--- config.mk ---
export PLATFORM = sky130hd
export DESIGN_NAME = mc_datapath
export DESIGN_NICKNAME = d
export VERILOG_FILES = /design/src/rtl/mc_pkg.sv /design/src/rtl/mc_regfile.sv /design/src/rtl/mc_alu.sv /design/src/rtl/mc_opnd.sv /design/src/rtl/mc_datapath.sv
export SDC_FILE = /design/constraint.sdc
export NUM_CORES = 2
export LEC_CHECK = 0
export ABC_AREA = 1
export BUFFER_PORTS_ARGS = -buffer_cell sky130_fd_sc_hd__buf_2
export CAP_MARGIN = 5
export CORE_MARGIN = 5
export CORE_UTILIZATION = 49
export CTS_CLUSTER_DIAMETER = 120
export CTS_CLUSTER_SIZE = 28
export DETAILED_ROUTE_END_ITERATION = 10
export SLEW_MARGIN = 40
export SYNTH_ARGS = -nofsm -noshare
export SYNTH_HDL_FRONTEND = slang
export SYNTH_SLANG_ARGS = --single-unit
--- constraint.sdc ---
create_clock -name clk -period 6.33 [get_ports clk]
set_input_delay 0.3165 -clock clk [delete_from_list [all_inputs] [get_ports clk]]
set_output_delay 0.3165 -clock clk [all_outputs]
set_load 0.02 [all_outputs]
--- src/rtl/mc_pkg.sv ---
package mc_pkg;

  // ALU function codes seen on ctl_alu_op
  typedef enum logic [2:0] {
    ALU_AND = 3'b000,
    ALU_OR  = 3'b001,
    ALU_ADD = 3'b010,
    ALU_SUB = 3'b110,
    ALU_SLT = 3'b111
  } alu_op_e;

  // operand B sources
  typedef enum logic [1:0] {
    BSRC_REG    = 2'd0,
    BSRC_FOUR   = 2'd1,
    BSRC_IMM    = 2'd2,
    BSRC_IMM_X4 = 2'd3
  } bsrc_e;

  // next program counter sources
  typedef enum logic [1:0] {
    NPC_ALU   = 2'd0,
    NPC_LATCH = 2'd1,
    NPC_JUMP  = 2'd2
  } npc_e;

endpackage

--- src/rtl/mc_regfile.sv ---
module mc_regfile #(
  parameter int W     = 32,
  parameter int DEPTH = 32,
  parameter int NRD   = 2,
  localparam int AW   = $clog2(DEPTH)
) (
  input  logic                    clk,
  input  logic                    rst_n,
  input  logic [NRD-1:0][AW-1:0]  ra,
  output logic [NRD-1:0][W-1:0]   rd,
  input  logic                    we,
  input  logic [AW-1:0]           wa,
  input  logic [W-1:0]            wd
);

  logic [W-1:0] store_q [DEPTH];

  // entry 0 is never written, so it stays at its reset value
  always_ff @(posedge clk or negedge rst_n) begin
    if (!rst_n) begin
      for (int i = 0; i < DEPTH; i++) store_q[i] <= '0;
    end else if (we && (wa != '0)) begin
      store_q[wa] <= wd;
    end
  end

  for (genvar g = 0; g < NRD; g++) begin : g_rd
    assign rd[g] = (ra[g] == '0) ? '0 : store_q[ra[g]];
  end

endmodule

--- src/rtl/mc_alu.sv ---
module mc_alu
  import mc_pkg::*;
#(
  parameter int W = 32
) (
  input  logic [W-1:0] a,
  input  logic [W-1:0] b,
  input  logic [2:0]   op,
  output logic [W-1:0] y,
  output logic         zero
);

  logic lt;
  assign lt = ($signed(a) < $signed(b));

  always_comb begin
    case (alu_op_e'(op))
      ALU_AND: y = a & b;
      ALU_OR:  y = a | b;
      ALU_ADD: y = a + b;
      ALU_SUB: y = a - b;
      ALU_SLT: y = {{(W-1){1'b0}}, lt};
      default: y = '0;
    endcase
  end

  assign zero = (y == '0);

endmodule

--- src/rtl/mc_opnd.sv ---
module mc_opnd
  import mc_pkg::*;
#(
  parameter int W     = 32,
  parameter int IMM_W = 16
) (
  input  logic [W-1:0]     pc,
  input  logic [W-1:0]     a_q,
  input  logic [W-1:0]     b_q,
  input  logic [IMM_W-1:0] imm,
  input  logic             a_sel,
  input  logic [1:0]       b_sel,
  output logic [W-1:0]     alu_a,
  output logic [W-1:0]     alu_b
);

  localparam int EXT_W = W - IMM_W;

  logic [W-1:0] imm_sx;
  logic [W-1:0] imm_x4;

  assign imm_sx = {{EXT_W{imm[IMM_W-1]}}, imm};
  assign imm_x4 = {imm_sx[W-3:0], 2'b00};

  assign alu_a = a_sel ? a_q : pc;

  always_comb begin
    case (bsrc_e'(b_sel))
      BSRC_REG:    alu_b = b_q;
      BSRC_FOUR:   alu_b = W'(4);
      BSRC_IMM:    alu_b = imm_sx;
      BSRC_IMM_X4: alu_b = imm_x4;
      default:     alu_b = b_q;
    endcase
  end

endmodule

--- src/rtl/mc_datapath.sv ---
module mc_datapath
  import mc_pkg::*;
#(
  parameter int XLEN  = 32,
  parameter int NREGS = 32
) (
  input  logic            clk,
  input  logic            rst_n,
  input  logic            ctl_addr_sel,
  input  logic            ctl_ir_we,
  input  logic            ctl_a_sel,
  input  logic [1:0]      ctl_b_sel,
  input  logic [2:0]      ctl_alu_op,
  input  logic [1:0]      ctl_pc_src,
  input  logic            ctl_pc_we,
  input  logic            ctl_pc_we_zero,
  input  logic            ctl_dst_sel,
  input  logic            ctl_wb_sel,
  input  logic            ctl_rf_we,
  input  logic [XLEN-1:0] mem_rdata,
  output logic [XLEN-1:0] mem_addr,
  output logic [XLEN-1:0] mem_wdata,
  output logic [5:0]      opcode,
  output logic [5:0]      funct,
  output logic            alu_zero,
  output logic [XLEN-1:0] pc_out
);

  localparam int RAW    = $clog2(NREGS);
  localparam int OPC_W  = 6;
  localparam int FN_W   = 6;
  localparam int IMM_W  = 16;
  localparam int RS_LSB = XLEN - OPC_W - RAW;
  localparam int RT_LSB = RS_LSB - RAW;
  localparam int RD_LSB = RT_LSB - RAW;
  localparam int JIX_W  = XLEN - OPC_W;
  localparam int PCHI_W = XLEN - JIX_W - 2;

  logic [XLEN-1:0] pc_q, ir_q, mdr_q, a_q, b_q, res_q;
  logic [XLEN-1:0] alu_a, alu_b, alu_y;
  logic [XLEN-1:0] pc_nxt, jmp_tgt, wb_data;
  logic [RAW-1:0]  rs_f, rt_f, rd_f, wr_idx;
  logic [1:0][RAW-1:0]  rf_ra;
  logic [1:0][XLEN-1:0] rf_rd;
  logic            pc_en;

  // instruction fields
  assign rs_f = ir_q[RS_LSB +: RAW];
  assign rt_f = ir_q[RT_LSB +: RAW];
  assign rd_f = ir_q[RD_LSB +: RAW];

  assign rf_ra[0] = rs_f;
  assign rf_ra[1] = rt_f;
  assign wr_idx   = ctl_dst_sel ? rd_f : rt_f;
  assign wb_data  = ctl_wb_sel ? mdr_q : res_q;

  mc_regfile #(.W(XLEN), .DEPTH(NREGS), .NRD(2)) u_rf (
    .clk   (clk),
    .rst_n (rst_n),
    .ra    (rf_ra),
    .rd    (rf_rd),
    .we    (ctl_rf_we),
    .wa    (wr_idx),
    .wd    (wb_data)
  );

  mc_opnd #(.W(XLEN), .IMM_W(IMM_W)) u_opnd (
    .pc    (pc_q),
    .a_q   (a_q),
    .b_q   (b_q),
    .imm   (ir_q[IMM_W-1:0]),
    .a_sel (ctl_a_sel),
    .b_sel (ctl_b_sel),
    .alu_a (alu_a),
    .alu_b (alu_b)
  );

  mc_alu #(.W(XLEN)) u_alu (
    .a    (alu_a),
    .b    (alu_b),
    .op   (ctl_alu_op),
    .y    (alu_y),
    .zero (alu_zero)
  );

  // next program counter
  assign jmp_tgt = {pc_q[XLEN-1 -: PCHI_W], ir_q[JIX_W-1:0], 2'b00};

  always_comb begin
    case (npc_e'(ctl_pc_src))
      NPC_ALU:   pc_nxt = alu_y;
      NPC_LATCH: pc_nxt = res_q;
      NPC_JUMP:  pc_nxt = jmp_tgt;
      default:   pc_nxt = res_q;
    endcase
  end

  assign pc_en = ctl_pc_we | (ctl_pc_we_zero & alu_zero);

  always_ff @(posedge clk or negedge rst_n) begin
    if (!rst_n) begin
      pc_q <= '0;
    end else if (pc_en) begin
      pc_q <= pc_nxt;
    end
  end

  always_ff @(posedge clk or negedge rst_n) begin
    if (!rst_n) begin
      ir_q <= '0;
    end else if (ctl_ir_we) begin
      ir_q <= mem_rdata;
    end
  end

  // free-running latches between phases
  always_ff @(posedge clk or negedge rst_n) begin
    if (!rst_n) begin
      mdr_q <= '0;
      a_q   <= '0;
      b_q   <= '0;
      res_q <= '0;
    end else begin
      mdr_q <= mem_rdata;
      a_q   <= rf_rd[0];
      b_q   <= rf_rd[1];
      res_q <= alu_y;
    end
  end

  assign mem_addr  = ctl_addr_sel ? res_q : pc_q;
  assign mem_wdata = b_q;
  assign opcode    = ir_q[XLEN-1 -: OPC_W];
  assign funct     = ir_q[FN_W-1:0];
  assign pc_out    = pc_q;

endmodule

==> reports/results.txt <==
# fillers: 13800
Setup Fix Bufs, Post-CTS: 0
GRT Total Usage: 38.3%
Router iterations before antenna repair: 6
Synth Instances: 9509
I/O pin total: 158
DRC errors left: 0
DIE AREA: 149000 um^2
Yosys warns: 0
Number of max-cap violations: 0
Area grow syn2layout: 5.97%
Post-Route Skew: 49.0 ps
Period utilization: 84.0%
Total Negative Setup Slacks: 0 ps
DR iter-0 viols: 9841
Lkg Pwr: 32.9 nW
Avg Vias per Cell: 6.23
Cell Count, Final, Fillers Out: 11000
Max frequency: 188 MHz
Outcome: finished clean
Main synth FF type: dfrtp_1
Clk slew on worst S/H paths: 120 ps
Largest fanout on the critical path: 8
Crit end category: output port
Final setup viols: 0
Die Wd: 385 um
CTS sink count: 1216
DRT antenna net count: 0
Dpl hpwl: 179 mm
Hold Crit Class: primary input to async pin
Detailed Route WL: 293 mm
H-Tree Depth: 2
Most frequent cell after synthesis: o21ai_0
Largest net degree at the start of global routing: 178
Final-report hold violation count: 0
Maximum vdd drop: 0.262 mV
Synth cell types: 45
Pwr Density: 339 nW/um^2
Share of Yosys cell area claimed by the top area cell type: 44.1%
Slew HR: 39.8%
Share of layout cells above drive strength 1: 5.45%
IO buf count: 157
Die height: 385 um
Synth top area cells: dfrtp_1 (44%), o21ai_0 (16%), nand2_1 (8.9%)
Fraction of registers with async set/reset: 100%
CP Data Required Time: 6010 ps
Sequential area share after synthesis: 44.1%
CTS tree: done
Worst setup SP type: flop
Post-synth EDFFs: 0
Worst endpoint data arrival time: 5000 ps
Synth area leader: dfrtp_1
GP Congestion: 1.00
Clk_lat worst skew: 750 ps
# hold bufs at CTS: 33
Vias: 68600
Tightest Pin Transition: 902 ps
RSZ-0062 raised after global routing: false
Initial core utilization: 49.4%
# nets final: 9261
Standard-cell rows: 137
Initial antenna violation count: 23
Syn_nets: 9665
Synth cell count leaders: o21ai_0 (2140), nand2_1 (1647), dfrtp_1 (1216)
Critical path class: flop to output port
CTS root buf: clkbuf_16
Crit path time final: 5310 ps
Vias in the first global route: 62500
CTS max path bufs: 3
Placed Instances: 10900
First-pass GRT wire length: 426 mm
Post-CTS sizing: 0
Synthesized area per cell: 7.26 um^2
Max Slew Vio Count: 0
CTS buffer count: 52
Core Area: 140000 um^2
Flops & latches, synth: 1216
Post-Syn Area: 69100 um^2
Total gr overflow: 0
WL per Instance: 26.6 um
==> flip-flops by register name (all words and copies together) (netlist names) <==
| name | count |
|---|---|
| mem_wdata | 32 |
| mdr_q | 32 |
| res_q | 32 |
| u_rf.store_q | 1024 |
| pc_out | 32 |
| ir_q | 32 |
| a_q | 32 |
==> layer usage <==
| layer | GRT usage, % | vias up | routed length [um] | share of wire (%) |
|---|---|---|---|---|
| li1 | - | 30900 | - | - |
| met1 | 54.1 | 33000 | 121000 | 41 |
| met2 | 56.5 | 4023 | 124000 | 42 |
| met3 | 8.19 | 733 | 32100 | 11 |
| met4 | 17.5 | 10 | 15700 | 5.4 |
| met5 | 0 | - | 62 | 0.021 |
==> power breakdown <==
group	switching [mW]	internal (mW)
Combinational	5.83	2.74
Clock	2.75	1.58
Sequential	1.72	10.2
Total	10.3	14.5
==> area by class of cell <==
cell class                      count  area (um^2)  area share, %
Multi-Input combinational cell   6537        32200           44.1
Clock inverter                     10          160          0.219
Sequential cell                  1216        30500           41.6
Tap cell                         1876         2350           3.21
Clock buffer                       59         1350           1.84
Antenna cell                       11         27.5         0.0376
Timing Repair Buffer              369         3070           4.19
Inverter                          929         3540           4.83
==> per-stage QoR <==
stage | hold slack (ps) | util, % | cell area, um^2 | setup WS [ps] | power, mW
global placement | 377 | 50.6 | 70800 | 1070 | 20.1
global route | 100 | 52.3 | 73200 | 948 | 26.4
floorplan | 20.9 | - | 69100 | 2650 | 17.2
CTS | 44.3 | 52.1 | 72900 | 1090 | 24.6
detailed placement | 379 | 50.8 | 71100 | 1100 | 20.3
finish | 77.7 | 52.3 | 73200 | 1020 | 24.8
==> final timing paths <==
path,slack (ps),cells past startpoint,endpoint,startpoint
setup / recovery,1020,16,alu_zero,mem_wdata[5]
hold / removal,80,2,u_rf.store_q[833],rst_n
setup reg to reg,1430,18,pc_out[14],mem_wdata[5]
hold reg to reg,410,0,u_rf.store_q[1001],u_rf.store_q[1001]
max in group asynchronous,4610,5,u_rf.store_q[604],rst_n
min in group clk,80,4,pc_out[26],ctl_pc_we
==> worst max-delay path: stages (launching register included) <==
cell and delay, ps:
dfrtp_1 670, inv_1 220, a221oi_1 460, ha_1 420, nor2_1 340, nand2_1 140
nor2_1 110, nand2_1 70, nand3_1 280, nand2_1 90, nand3_1 110, nand3b_1 220
nor2_1 250, nand3_1 100, nor2_1 340, and3_1 250, buf_2 170
==> cells by family (layout without fill, tap and decap cells) <==
| kind of cell | after synthesis | count (layout) | synth area share [%] |
|---|---|---|---|
| other cells | 0 | 11 | 0 |
| compound gates | 3615 | 3615 | 27.8 |
| mux | 6 | 6 | 0.0978 |
| flops | 1216 | 1216 | 44.1 |
| buf+inv | 1756 | 1367 | 9.77 |
| fa+ha+maj | 107 | 107 | 1.96 |
| simple gates | 2809 | 2809 | 16.3 |
==> placed cells by master, fill, tap and decap left out, types with 128 or more instances in the layout <==
cell,instances
dfrtp_1,1206
buf_4,128
o211ai_1,241
inv_1,913
nor2_1,686
nand2_1,1631
o21ai_0,2134
nand3_1,368
buf_2,156
a21oi_1,947
Power figures use the tool's default switching activity.
